## src/rtl/rx_deser_pkg.sv

```systemverilog
package rx_deser_pkg;
  typedef enum logic [1:0] {
    STOP_START_ONLY = 2'd0,
    STOP_ON_EOF     = 2'd1,
    STOP_ON_FULL    = 2'd2,
    STOP_RESERVED   = 2'd3
  } stop_mode_e;

  function automatic int chan_bits(input int n);
    return (n > 1) ? $clog2(n) : 1;
  endfunction
endpackage

```

## src/rtl/rx_pin_sync.sv

```systemverilog
module rx_pin_sync #(
  parameter int STAGES = 2
) (
  input  logic clk,
  input  logic rst_n,
  input  logic sck_in,
  input  logic ws_in,
  input  logic sd_in,
  output logic bit_tick,
  output logic ws_o,
  output logic sd_o
);
  localparam int LAST = STAGES - 1;

  logic [2:0] pipe [STAGES];
  logic       sck_prev;

  always_ff @(posedge clk or negedge rst_n) begin
    if (!rst_n) begin
      for (int i = 0; i < STAGES; i++) pipe[i] <= '0;
      sck_prev <= 1'b0;
    end else begin
      pipe[0] <= {sck_in, ws_in, sd_in};
      for (int i = 1; i < STAGES; i++) pipe[i] <= pipe[i-1];
      sck_prev <= pipe[LAST][2];
    end
  end

  // rising bit-clock edge seen in the system domain
  assign bit_tick = pipe[LAST][2] & ~sck_prev;
  assign ws_o     = pipe[LAST][1];
  assign sd_o     = pipe[LAST][0];
endmodule

```

## src/rtl/rx_slot_ctrl.sv

```systemverilog
module rx_slot_ctrl #(
  parameter int PW  = 5,
  parameter int CHW = 3
) (
  input  logic           clk,
  input  logic           rst_n,
  input  logic           bit_tick,
  input  logic           ws,
  input  logic           run,
  input  logic           cfg_tdm,
  input  logic [PW-1:0]  cfg_slot_bits_m1,
  input  logic [CHW-1:0] cfg_chan_cnt_m1,
  output logic           cap_en,
  output logic           cap_last,
  output logic           cap_active,
  output logic [PW-1:0]  bit_pos,
  output logic [CHW-1:0] slot_idx
);
  logic ws_prev;
  logic cap_on;
  logic frame_edge;
  logic at_end;

  assign frame_edge = cfg_tdm ? (ws & ~ws_prev) : (ws ^ ws_prev);
  assign at_end     = (bit_pos == cfg_slot_bits_m1);
  assign cap_en     = bit_tick & cap_on & run;
  assign cap_last   = cap_en & at_end;
  assign cap_active = cap_on;

  always_ff @(posedge clk or negedge rst_n) begin
    if (!rst_n)        ws_prev <= 1'b0;
    else if (bit_tick) ws_prev <= ws;
  end

  always_ff @(posedge clk or negedge rst_n) begin
    if (!rst_n) begin
      cap_on   <= 1'b0;
      bit_pos  <= '0;
      slot_idx <= '0;
    end else if (!run) begin
      cap_on <= 1'b0;
    end else if (bit_tick) begin
      if (cap_on) begin
        if (at_end) begin
          bit_pos <= '0;
          if (cfg_tdm && (slot_idx < cfg_chan_cnt_m1)) slot_idx <= slot_idx + 1'b1;
          else                                       cap_on   <= 1'b0;
        end else begin
          bit_pos <= bit_pos + 1'b1;
        end
      end
      // a frame edge overrides: the bit taken on this tick closed the old slot
      if (frame_edge) begin
        cap_on   <= 1'b1;
        bit_pos  <= '0;
        slot_idx <= cfg_tdm ? '0 : CHW'(ws);
      end
    end
  end

  p_pos_bound_r1: assert property (@(posedge clk) disable iff (!rst_n)
    cap_on |-> (bit_pos <= cfg_slot_bits_m1));

  p_slot_bound_r2: assert property (@(posedge clk) disable iff (!rst_n)
    (cap_on && cfg_tdm) |-> (slot_idx <= cfg_chan_cnt_m1));
endmodule

```

## src/rtl/rx_word_asm.sv

```systemverilog
module rx_word_asm #(
  parameter int DW  = 32,
  parameter int PW  = 5,
  parameter int CHW = 3
) (
  input  logic           clk,
  input  logic           rst_n,
  input  logic           cap_en,
  input  logic           cap_last,
  input  logic [PW-1:0]  bit_pos,
  input  logic [CHW-1:0] slot_idx,
  input  logic           sd,
  input  logic [PW-1:0]  cfg_slot_bits_m1,
  input  logic [PW-1:0]  cfg_valid_bits_m1,
  input  logic           cfg_lsb_first,
  input  logic           cfg_left_align,
  output logic           word_stb,
  output logic [DW-1:0]  word_data,
  output logic [CHW-1:0] word_chan
);
  logic [DW-1:0] acc;
  logic [DW-1:0] acc_next;
  logic [PW-1:0] lead;
  logic [PW-1:0] rel;
  logic [PW-1:0] tgt;
  logic          in_field;

  always_comb begin
    lead     = cfg_left_align ? '0 : (cfg_slot_bits_m1 - cfg_valid_bits_m1);
    rel      = bit_pos - lead;
    in_field = (bit_pos >= lead) && (rel <= cfg_valid_bits_m1);
    tgt      = cfg_lsb_first ? rel : (cfg_valid_bits_m1 - rel);
    acc_next = (bit_pos == '0) ? '0 : acc;
    if (in_field) acc_next[tgt] = sd;
  end

  always_ff @(posedge clk or negedge rst_n) begin
    if (!rst_n) begin
      acc       <= '0;
      word_stb  <= 1'b0;
      word_data <= '0;
      word_chan <= '0;
    end else begin
      word_stb <= cap_last;
      if (cap_en) acc <= acc_next;
      if (cap_last) begin
        word_data <= acc_next;
        word_chan <= slot_idx;
      end
    end
  end

  p_upper_zero_r4: assert property (@(posedge clk) disable iff (!rst_n)
    word_stb |-> ((word_data >> ({1'b0, cfg_valid_bits_m1} + 1'b1)) == '0));
endmodule

```

## src/rtl/rx_word_event.sv

```systemverilog
module rx_word_event #(
  parameter int CW = 10
) (
  input  logic          clk,
  input  logic          rst_n,
  input  logic          clear,
  input  logic          accept,
  input  logic [CW-1:0] target,
  output logic          evt
);
  localparam logic [CW-1:0] CNT_MAX = '1;

  logic [CW-1:0] cnt;
  logic [CW-1:0] cnt_inc;

  assign cnt_inc = cnt + 1'b1;

  always_ff @(posedge clk or negedge rst_n) begin
    if (!rst_n) begin
      cnt <= '0;
      evt <= 1'b0;
    end else begin
      evt <= accept && !clear && (target != '0) && (cnt != CNT_MAX) && (cnt_inc == target);
      if (clear)                          cnt <= '0;
      else if (accept && cnt != CNT_MAX)  cnt <= cnt_inc;
    end
  end

  p_evt_single_r11: assert property (@(posedge clk) disable iff (!rst_n)
    evt |=> !evt);
endmodule

```

## src/rtl/rx_tdm_deser.sv

```systemverilog
module rx_tdm_deser
  import rx_deser_pkg::*;
#(
  parameter int DW          = 32,
  parameter int MAX_CH      = 8,
  parameter int CW          = 10,
  parameter int SYNC_STAGES = 2,
  localparam int PW         = $clog2(DW),
  localparam int CHW        = chan_bits(MAX_CH)
) (
  input  logic              clk,
  input  logic              rst_n,
  input  logic              sck_in,
  input  logic              ws_in,
  input  logic              sd_in,
  input  logic              rx_start,
  input  logic              rx_eof,
  input  logic [1:0]        cfg_stop_mode,
  input  logic              cfg_tdm,
  input  logic [CHW-1:0]    cfg_chan_cnt_m1,
  input  logic [MAX_CH-1:0] cfg_chan_en,
  input  logic [PW-1:0]     cfg_slot_bits_m1,
  input  logic [PW-1:0]     cfg_valid_bits_m1,
  input  logic              cfg_lsb_first,
  input  logic              cfg_left_align,
  input  logic              cfg_mono,
  input  logic              cfg_mono_first,
  input  logic [CW-1:0]     cfg_evt_words,
  output logic              out_valid,
  input  logic              out_ready,
  output logic [DW-1:0]     out_data,
  output logic [CHW-1:0]    out_chan,
  output logic              word_evt
);
  stop_mode_e stop_mode;
  logic bit_tick, ws_s, sd_s;
  logic start_q, start_rise, running, stop_req, fifo_full;
  logic cap_en, cap_last, cap_active;
  logic [PW-1:0]  bit_pos;
  logic [CHW-1:0] slot_idx;
  logic           word_stb;
  logic [DW-1:0]  word_data;
  logic [CHW-1:0] word_chan;
  logic           keep, load;
  logic [DW-1:0]  data_f;

  assign stop_mode = stop_mode_e'(cfg_stop_mode);

  rx_pin_sync #(.STAGES(SYNC_STAGES)) u_sync (
    .clk(clk), .rst_n(rst_n), .sck_in(sck_in), .ws_in(ws_in), .sd_in(sd_in),
    .bit_tick(bit_tick), .ws_o(ws_s), .sd_o(sd_s)
  );

  // run control
  assign start_rise = rx_start & ~start_q;
  assign fifo_full  = out_valid & ~out_ready;
  assign stop_req   = ~rx_start
                    | ((stop_mode == STOP_ON_EOF)  & rx_eof)
                    | ((stop_mode == STOP_ON_FULL) & fifo_full);

  always_ff @(posedge clk or negedge rst_n) begin
    if (!rst_n) begin
      start_q <= 1'b0;
      running <= 1'b0;
    end else begin
      start_q <= rx_start;
      if (start_rise)    running <= 1'b1;
      else if (stop_req) running <= 1'b0;
    end
  end

  rx_slot_ctrl #(.PW(PW), .CHW(CHW)) u_slot (
    .clk(clk), .rst_n(rst_n), .bit_tick(bit_tick), .ws(ws_s), .run(running),
    .cfg_tdm(cfg_tdm), .cfg_slot_bits_m1(cfg_slot_bits_m1),
    .cfg_chan_cnt_m1(cfg_chan_cnt_m1),
    .cap_en(cap_en), .cap_last(cap_last), .cap_active(cap_active),
    .bit_pos(bit_pos), .slot_idx(slot_idx)
  );

  rx_word_asm #(.DW(DW), .PW(PW), .CHW(CHW)) u_asm (
    .clk(clk), .rst_n(rst_n), .cap_en(cap_en), .cap_last(cap_last),
    .bit_pos(bit_pos), .slot_idx(slot_idx), .sd(sd_s),
    .cfg_slot_bits_m1(cfg_slot_bits_m1), .cfg_valid_bits_m1(cfg_valid_bits_m1),
    .cfg_lsb_first(cfg_lsb_first), .cfg_left_align(cfg_left_align),
    .word_stb(word_stb), .word_data(word_data), .word_chan(word_chan)
  );

  // channel filtering: mono selection and TDM slot masking
  always_comb begin
    keep = word_stb;
    if (cfg_mono && !cfg_tdm)
      keep = word_stb && (word_chan == (cfg_mono_first ? CHW'(0) : CHW'(1)));
    data_f = (cfg_tdm && !cfg_chan_en[word_chan]) ? '0 : word_data;
  end

  assign load = keep && (!out_valid || out_ready);

  // push-side holding register
  always_ff @(posedge clk or negedge rst_n) begin
    if (!rst_n) begin
      out_valid <= 1'b0;
      out_data  <= '0;
      out_chan  <= '0;
    end else begin
      if (out_valid && out_ready) out_valid <= 1'b0;
      if (load) begin
        out_valid <= 1'b1;
        out_data  <= data_f;
        out_chan  <= word_chan;
      end
    end
  end

  rx_word_event #(.CW(CW)) u_evt (
    .clk(clk), .rst_n(rst_n), .clear(start_rise),
    .accept(out_valid & out_ready), .target(cfg_evt_words), .evt(word_evt)
  );

  p_hold_data_r10: assert property (@(posedge clk) disable iff (!rst_n)
    (out_valid && !out_ready) |=> (out_valid && $stable(out_data) && $stable(out_chan)));

  p_evt_follows_push_r11: assert property (@(posedge clk) disable iff (!rst_n)
    word_evt |-> $past(out_valid && out_ready));

  p_full_halts_r9: assert property (@(posedge clk) disable iff (!rst_n)
    ((stop_mode == STOP_ON_FULL) && fifo_full && rx_start && start_q) |=> ##1 !cap_active);

  p_disabled_zero_r5: assert property (@(posedge clk) disable iff (!rst_n)
    (load && cfg_tdm && !cfg_chan_en[word_chan]) |=> (out_data == '0));

  p_idle_no_capture_r13: assert property (@(posedge clk) disable iff (!rst_n)
    (!running && $past(!running)) |-> !cap_active);
endmodule

```

## config.mk

```make
export PLATFORM = sky130hd
export DESIGN_NAME = rx_tdm_deser
export DESIGN_NICKNAME = d
export VERILOG_FILES = /design/src/rtl/rx_deser_pkg.sv /design/src/rtl/rx_pin_sync.sv /design/src/rtl/rx_slot_ctrl.sv /design/src/rtl/rx_word_asm.sv /design/src/rtl/rx_word_event.sv /design/src/rtl/rx_tdm_deser.sv
export SDC_FILE = /design/constraint.sdc
export NUM_CORES = 1
export LEC_CHECK = 0
export ABC_AREA = 0
export BUFFER_PORTS_ARGS = -buffer_cell sky130_fd_sc_hd__buf_2
export CORE_ASPECT_RATIO = 0.6
export CORE_MARGIN = 4
export CORE_UTILIZATION = 55
export DETAILED_ROUTE_END_ITERATION = 8
export PLACE_DENSITY = 0.78
export REMOVE_ABC_BUFFERS = 1
export SLEW_MARGIN = 10
export SYNTH_ARGS = -nofsm -noshare
export SYNTH_HDL_FRONTEND = slang
export SYNTH_HIERARCHICAL = 1
export SYNTH_SLANG_ARGS = --single-unit
```

## constraint.sdc

```tcl
create_clock -name clk -period 9.7 [get_ports clk]
set_input_delay 1.455 -clock clk [delete_from_list [all_inputs] [get_ports clk]]
set_output_delay 1.455 -clock clk [all_outputs]
set_load 0.005 [all_outputs]
```

# After elaboration in Yosys (flattened, before gate mapping)

Index checks and enable logic that the tools add are counted.

Word-level logic and storage cells: 116
Output and inout port bits: 37
Register bits after elaboration: 134

Mux-type cells: 33
Reductions and logical operators: 28
Bitwise logic cells: 18
$add $sub $neg: 6
Equality and inequality tests: 7
$lt $le $gt $ge: 6

Operators by type and width:

| cell                                                              | number |
|---|---|
| two-way mux 32 bit                                                | 3 |
| bitwise mux 32 bit                                                | 1 |
| two-way mux 5 bit                                                 | 5 |
| two-way mux 10 bit                                                | 2 |
| two-way mux 1 bit                                                 | 16 |
| subtractor 5 bit                                                  | 3 |
| logical AND 1 bit                                                 | 13 |
| two-way mux 3 bit                                                 | 4 |
| nonzero test 2 bit                                                | 6 |
| adder 10 x 1 -> 10 bit, second input constant                     | 1 |
| bitwise AND 1 bit                                                 | 10 |
| == test 10 bit                                                    | 1 |
| inequality test 10 bit, second input constant                     | 1 |
| nonzero test 10 bit                                               | 1 |
| < comparator 5 x 6 -> 1 bit, second input constant                | 1 |
| adder 5 x 1 -> 5 bit, second input constant                       | 1 |
| demux 1 bit (select 5 bit)                                        | 1 |
| == test 5 bit                                                     | 1 |
| greater-or-equal comparator 5 x 1 -> 1 bit, second input constant | 1 |
| greater-or-equal comparator 5 bit                                 | 1 |
| less-or-equal comparator 5 bit                                    | 1 |
| zero test 5 bit                                                   | 1 |
| inverter 1 bit                                                    | 5 |
| AND reduction 5 bit                                               | 1 |
| 13 further kinds                                                  | 17 |

# Logic depth before layout (Yosys ltp)

Word-level depth: 11
Mapped depth: 21
Gate-level depth less buffers: 17

# By module

Netlist, hierarchy kept.

Modules (own cells, without submodules):

| module        | area an instance (sq um) | cells an instance | times used | sequential area each (sq um) |
|---|---|---|---|---|
| rx_word_asm   | 4295.4                   | 461               | 1          | 1701.6 |
| rx_tdm_deser  | 1788.0                   | 177               | 1          | 950.9 |
| rx_word_event | 900.9                    | 103               | 1          | 275.3 |
| rx_slot_ctrl  | 742.0                    | 77                | 1          | 250.2 |
| rx_pin_sync   | 188.9                    | 8                 | 1          | 175.2 |

# Worst setup path before layout

No wires, ideal clock.

Kind: input port to flip-flop
From: input port cfg_slot_bits_m1[0]
To: register u_asm.word_data[4]
Stages on the path: 17
Path slack: 4.302 ns
Path buffers: 3
Library setup time: 0.077 ns
Data arrival time: 5.321 ns
Path through: inv_1 ha_1 fa_1 or2_2 fa_1 a21o_1 a21oi_1 xor2_1 ha_1 buf_1 or4_1 a31o_1 buf_6 buf_12 a211oi_2 mux2_1 o21ai_1

Cells in the longest elaborated chain, start to end: 11
Elaborated cells on any way between the ends: 17

Ends and longest elaborated chain:

| element                                                                                                                | line               | source |
|---|---|---|
| start, declared                                                                                                        | rx_tdm_deser.sv:22 | `input logic [PW-1:0] cfg_slot_bits_m1,` |
| subtractor 5 bit                                                                                                       | rx_word_asm.sv:29  | `lead = cfg_left_align ? '0 : (cfg_slot_bits_m1 - cfg_valid_bits_m1);` |
| two-way mux 5 bit                                                                                                      | rx_word_asm.sv:29  |  |
| subtractor 5 bit                                                                                                       | rx_word_asm.sv:30  | `rel = bit_pos - lead;` |
| subtractor 5 bit                                                                                                       | rx_word_asm.sv:32  | `tgt = cfg_lsb_first ? rel : (cfg_valid_bits_m1 - rel);` |
| two-way mux 5 bit                                                                                                      | rx_word_asm.sv:32  |  |
| < comparator 5 x 6 -> 1 bit (implied by the code) / greater-or-equal comparator 5 x 1 -> 1 bit (equally long branches) | rx_word_asm.sv:34  | `if (in_field) acc_next[tgt] = sd;` |
| logical AND 1 bit (implied by the code)                                                                                | rx_word_asm.sv:34  |  |
| two-way mux 1 bit (implied by the code)                                                                                | rx_word_asm.sv:34  |  |
| demux 1 bit (select 5 bit)                                                                                             | n/a                |  |
| bitwise mux 32 bit                                                                                                     | rx_word_asm.sv:34  |  |
| two-way mux 32 bit                                                                                                     | rx_word_asm.sv:34  |  |
| end signal, assigned                                                                                                   | rx_word_asm.sv:47  | `word_data <= acc_next;` |
| end, declared                                                                                                          | rx_word_asm.sv:18  | `output logic [DW-1:0] word_data,` |

Several ways; a longest one is shown, not always the timed one.
A chain may end at the register's enable or synchronous reset.

# Final worst setup path

From: input port cfg_slot_bits_m1[0]
To: register u_asm.acc[27]

Cells in the longest elaborated chain, start to end: 11
Elaborated cells on any way between the ends: 15

Ends and longest elaborated chain:

| element                                                                                                                | line              | source |
|---|---|---|
| subtractor 5 bit (*)                                                                                                   | rx_word_asm.sv:29 |  |
| two-way mux 5 bit (*)                                                                                                  | rx_word_asm.sv:29 |  |
| subtractor 5 bit                                                                                                       | rx_word_asm.sv:30 |  |
| subtractor 5 bit                                                                                                       | rx_word_asm.sv:32 |  |
| two-way mux 5 bit                                                                                                      | rx_word_asm.sv:32 |  |
| < comparator 5 x 6 -> 1 bit (implied by the code) / greater-or-equal comparator 5 x 1 -> 1 bit (equally long branches) | rx_word_asm.sv:34 |  |
| logical AND 1 bit (implied by the code)                                                                                | rx_word_asm.sv:34 |  |
| two-way mux 1 bit (implied by the code)                                                                                | rx_word_asm.sv:34 |  |
| demux 1 bit (select 5 bit)                                                                                             | n/a               |  |
| bitwise mux 32 bit                                                                                                     | rx_word_asm.sv:34 |  |
| two-way mux 32 bit (*)                                                                                                 | rx_word_asm.sv:34 |  |
| end signal, assigned                                                                                                   | rx_word_asm.sv:45 | `if (cap_en) acc <= acc_next;` |
| end, declared                                                                                                          | rx_word_asm.sv:21 | `logic [DW-1:0] acc;` |

Every way passes the cells marked *; elsewhere a longest branch is shown, timed or not.

==> flow_summary.ini <==
[run_status]
status = completed

[logic_synthesis]
synth_edf_count = 0
synth_most_common_cell = dfrtp_1
synth_largest_area_cell = dfrtp_1
syn_area_sq_mm = 0.00792
seq_area_frac_synth = 0.424
synth.area.top_cells = dfrtp_1 (42%), nand3_1 (4.2%), o21ai_0 (4.1%), ha_1 (3.2%), inv_1 (2.7%)
syn_area_per_cell_sq_um = 9.58
synth_common_cells = dfrtp_1 (134), nand3_1 (67), o21ai_0 (65), inv_1 (56), nand2_1 (50)
async_reset_ff_frac = 1.00
synth-seq-cells = 134
synth_top_area_frac = 0.424
synth_cells = 826
synth_warnings = 6
synth.distinct_cells = 81
synthFlopType = dfrtp_1

[placed_design]
dpl.hpwl_microns = 12800
place.gp.congestion = 0.905
dp_slack_ns = 3.84
port_buffers = 82

[clock_network]
cts_tree = yes
numClockSinks = 134
clk_pin_slew_worst_paths_ns = 0.06
root_buffer = clkbuf_16
ctsLongestPathBuffers = 2
cts_resized = 0
clk_latency_ns = 0.42
cts_inserted_buffers = 17
cts_hold_buf = 0
h-tree-depth = 4
post_cts_buffers = 0

[timing]
final.setup.worst_slack_ns = 4.12
setup_tns_ns = 0
slew_violations = 0
clock.fmax_ghz = 0.179
period_share = 0.575
setup_violations = 0
rsz0062_at_grt = no
finClkSkew_ns = 0.00617
fin_crit_ns = 5.58
slew-limit-headroom = 0.231
worst_pin_slew_ns = 1.15
hold_viol_final = 0

[setup_path]
rr_endpoint = u_asm/acc[27]
start_kind = input pin
crit_start = cfg_slot_bits_m1[0]
required_ns = 9.98
cp.depth = 15
rrSetupSlack_ns = 5.43
cp_slowest_cell = a21oi_1
cp_top_family = compound AO/OA/AOI/OAI gates
r2r-start = u_slot/bit_pos[0]
crit_buf_inv = 2
critical_path_class = input pin to register
end_kind = register
path_cells = buf_2, inv_1, ha_1, fa_1, or2_2, fa_1, xnor2_1, ha_1, nand2_1, o21ai_0, o221ai_1, a21oi_1, nand4_1, a21boi_1, o22ai_1
worstRegToRegCells = 13
cp_max_fo = 8
critPathArrivalTime_ns = 5.87
cpPeakStageDelay_ns = 0.78
worstSetupEndpoint = u_asm/acc[27]

[finish]
syn_to_final_growth_pct = 12.8
multi_input_area_sq_mm = 0.00406
fill_cells = 1141
antenna_cells = 0
seq_area_sq_mm = 0.00335
drive_above_1_share = 0.206
nets = 952

[floorplanning]
num_rows = 33
coreArea_sq_mm = 0.0139
die_area_sq_mm = 0.0164
die_w_microns = 163
ios = 83
fp.dieH_microns = 101
start_util = 0.571

[global_routing]
grt_pass1_wl_microns = 32400
grt_pass1_vias = 6345
antenna_found_initial = 0
track_usage = 0.244
grt_overflow = 0
grt_max_degree = 89

[power_and_ir_drop]
p_total_uw = 1500
p_per_area_mw_per_mm2 = 168
p_leak_uw = 0.00387
ir_drop_v = 0.000107

[drt]
wire_per_inst_microns = 17.7
drcViolationCount = 0
vias = 6592
via_per_inst = 6.06
wirelength_microns = 19300
ant_nets = 0
drt_iter0_markers = 676
dr.pass1.iters = 5

[flow_run]
cap_violations = 0

[min_path]
hold_class = register to register
min_path_cells = 0
-- per-layer routing --
layer | part of all wire | routed length (microns) | global-route usage
met1 | 0.48 | 9340 | 0.377
met2 | 0.43 | 8210 | 0.350
met3 | 0.080 | 1550 | 0.0499
met4 | 0.010 | 193 | 0.0612
met5 | 0 | 0 | 0
-- registers in the layout (all words and copies together), names as in the netlist, 3 cells and up --
| name | flops |
|---|---|
| u_asm/acc | 32 |
| u_asm/word_data | 32 |
| u_asm/word_chan | 3 |
| u_slot/slot_idx | 3 |
| u_evt/cnt | 10 |
| out_data | 32 |
| u_sync/pipe | 4 |
| u_slot/bit_pos | 5 |
| out_chan | 3 |
-- worst min path at each step --
stage	startpoint	endpoint	slack, ns
final	u_sync/pipe[3]	u_sync/sd_o	0.35
after global routing	u_sync/pipe[3]	u_sync/sd_o	0.35
after CTS	u_sync/pipe[3]	u_sync/sd_o	0.35
after detailed placement	u_sync/pipe[5]	u_sync/pipe[2]	0.33
after global placement	u_sync/pipe[4]	u_sync/ws_o	0.33
after floorplan	u_sync/pipe[5]	u_sync/pipe[2]	0.33
-- cells in the final DEF (no fill, tap or decap), types with 9 or more instances in the layout --
cell / instances
dfrtp_1: 134
buf_2: 81
nand3_1: 67
o21ai_0: 65
inv_1: 56
nand2_1: 50
a21oi_1: 40
nand2b_1: 26
nor2_1: 21
ha_1: 20
o21ai_1: 19
nand4_1: 18
xnor2_1: 17
clkbuf_16: 17
o2bb2ai_1: 16
o211ai_1: 16
xor2_1: 15
a21oi_2: 14
mux2_2: 12
nor3_1: 10
buf_4: 10
a211oi_1: 10
o221ai_1: 10
mux2_1: 10
a211oi_2: 9
o22ai_1: 9
-- power breakdown --
group	switching, uW	leakage, uW	internal, uW
combinational	193	0.00190	89.1
sequential	17.2	0.00169	582
clock	249	0.000271	372
total	459	0.00387	1040
-- metrics by stage --
step / util / hold WS (ns) / instances / cell area, sq um
CTS: 0.644 / 0.348 / 1088 / 8930
detailed placement: 0.602 / 0.335 / 1056 / 8360
global route: 0.644 / 0.352 / 1088 / 8930
global placement: 0.602 / 0.333 / 1056 / 8360
floorplan: - / 0.331 / 772 / 7610
finish: 0.644 / 0.347 / 1088 / 8930
-- cells by family (layout without fill, tap and decap cells) --
family | Yosys count | after routing | synth area share
simple gates | 236 | 236 | 0.163
compound gates | 262 | 262 | 0.232
buf+inv | 110 | 180 | 0.0645
xor+xnor | 32 | 32 | 0.0354
fa+ha+maj | 23 | 23 | 0.0392
flops | 134 | 134 | 0.424
mux | 29 | 29 | 0.0417
-- worst reg2reg max path, stage by stage, from the launching register on --
cell      delay, ns
dfrtp_1        0.48
inv_1          0.10
ha_1           0.18
inv_1          0.06
fa_1           0.41
xnor2_1        0.17
ha_1           0.37
nand2_1        0.06
o21ai_0        0.44
o221ai_1       0.41
a21oi_1        0.78
nand4_1        0.32
a21boi_1       0.23
o22ai_1        0.11
-- area by class of cell --
cell class	instances	area share
clock buffer	21	0.0527
clock inverter	11	0.0114
inverter	56	0.0235
multi-input combinational	582	0.455
sequential	134	0.376
tap	192	0.0269
timing repair buffer	92	0.0551
(Power assumes the default switching activity.)
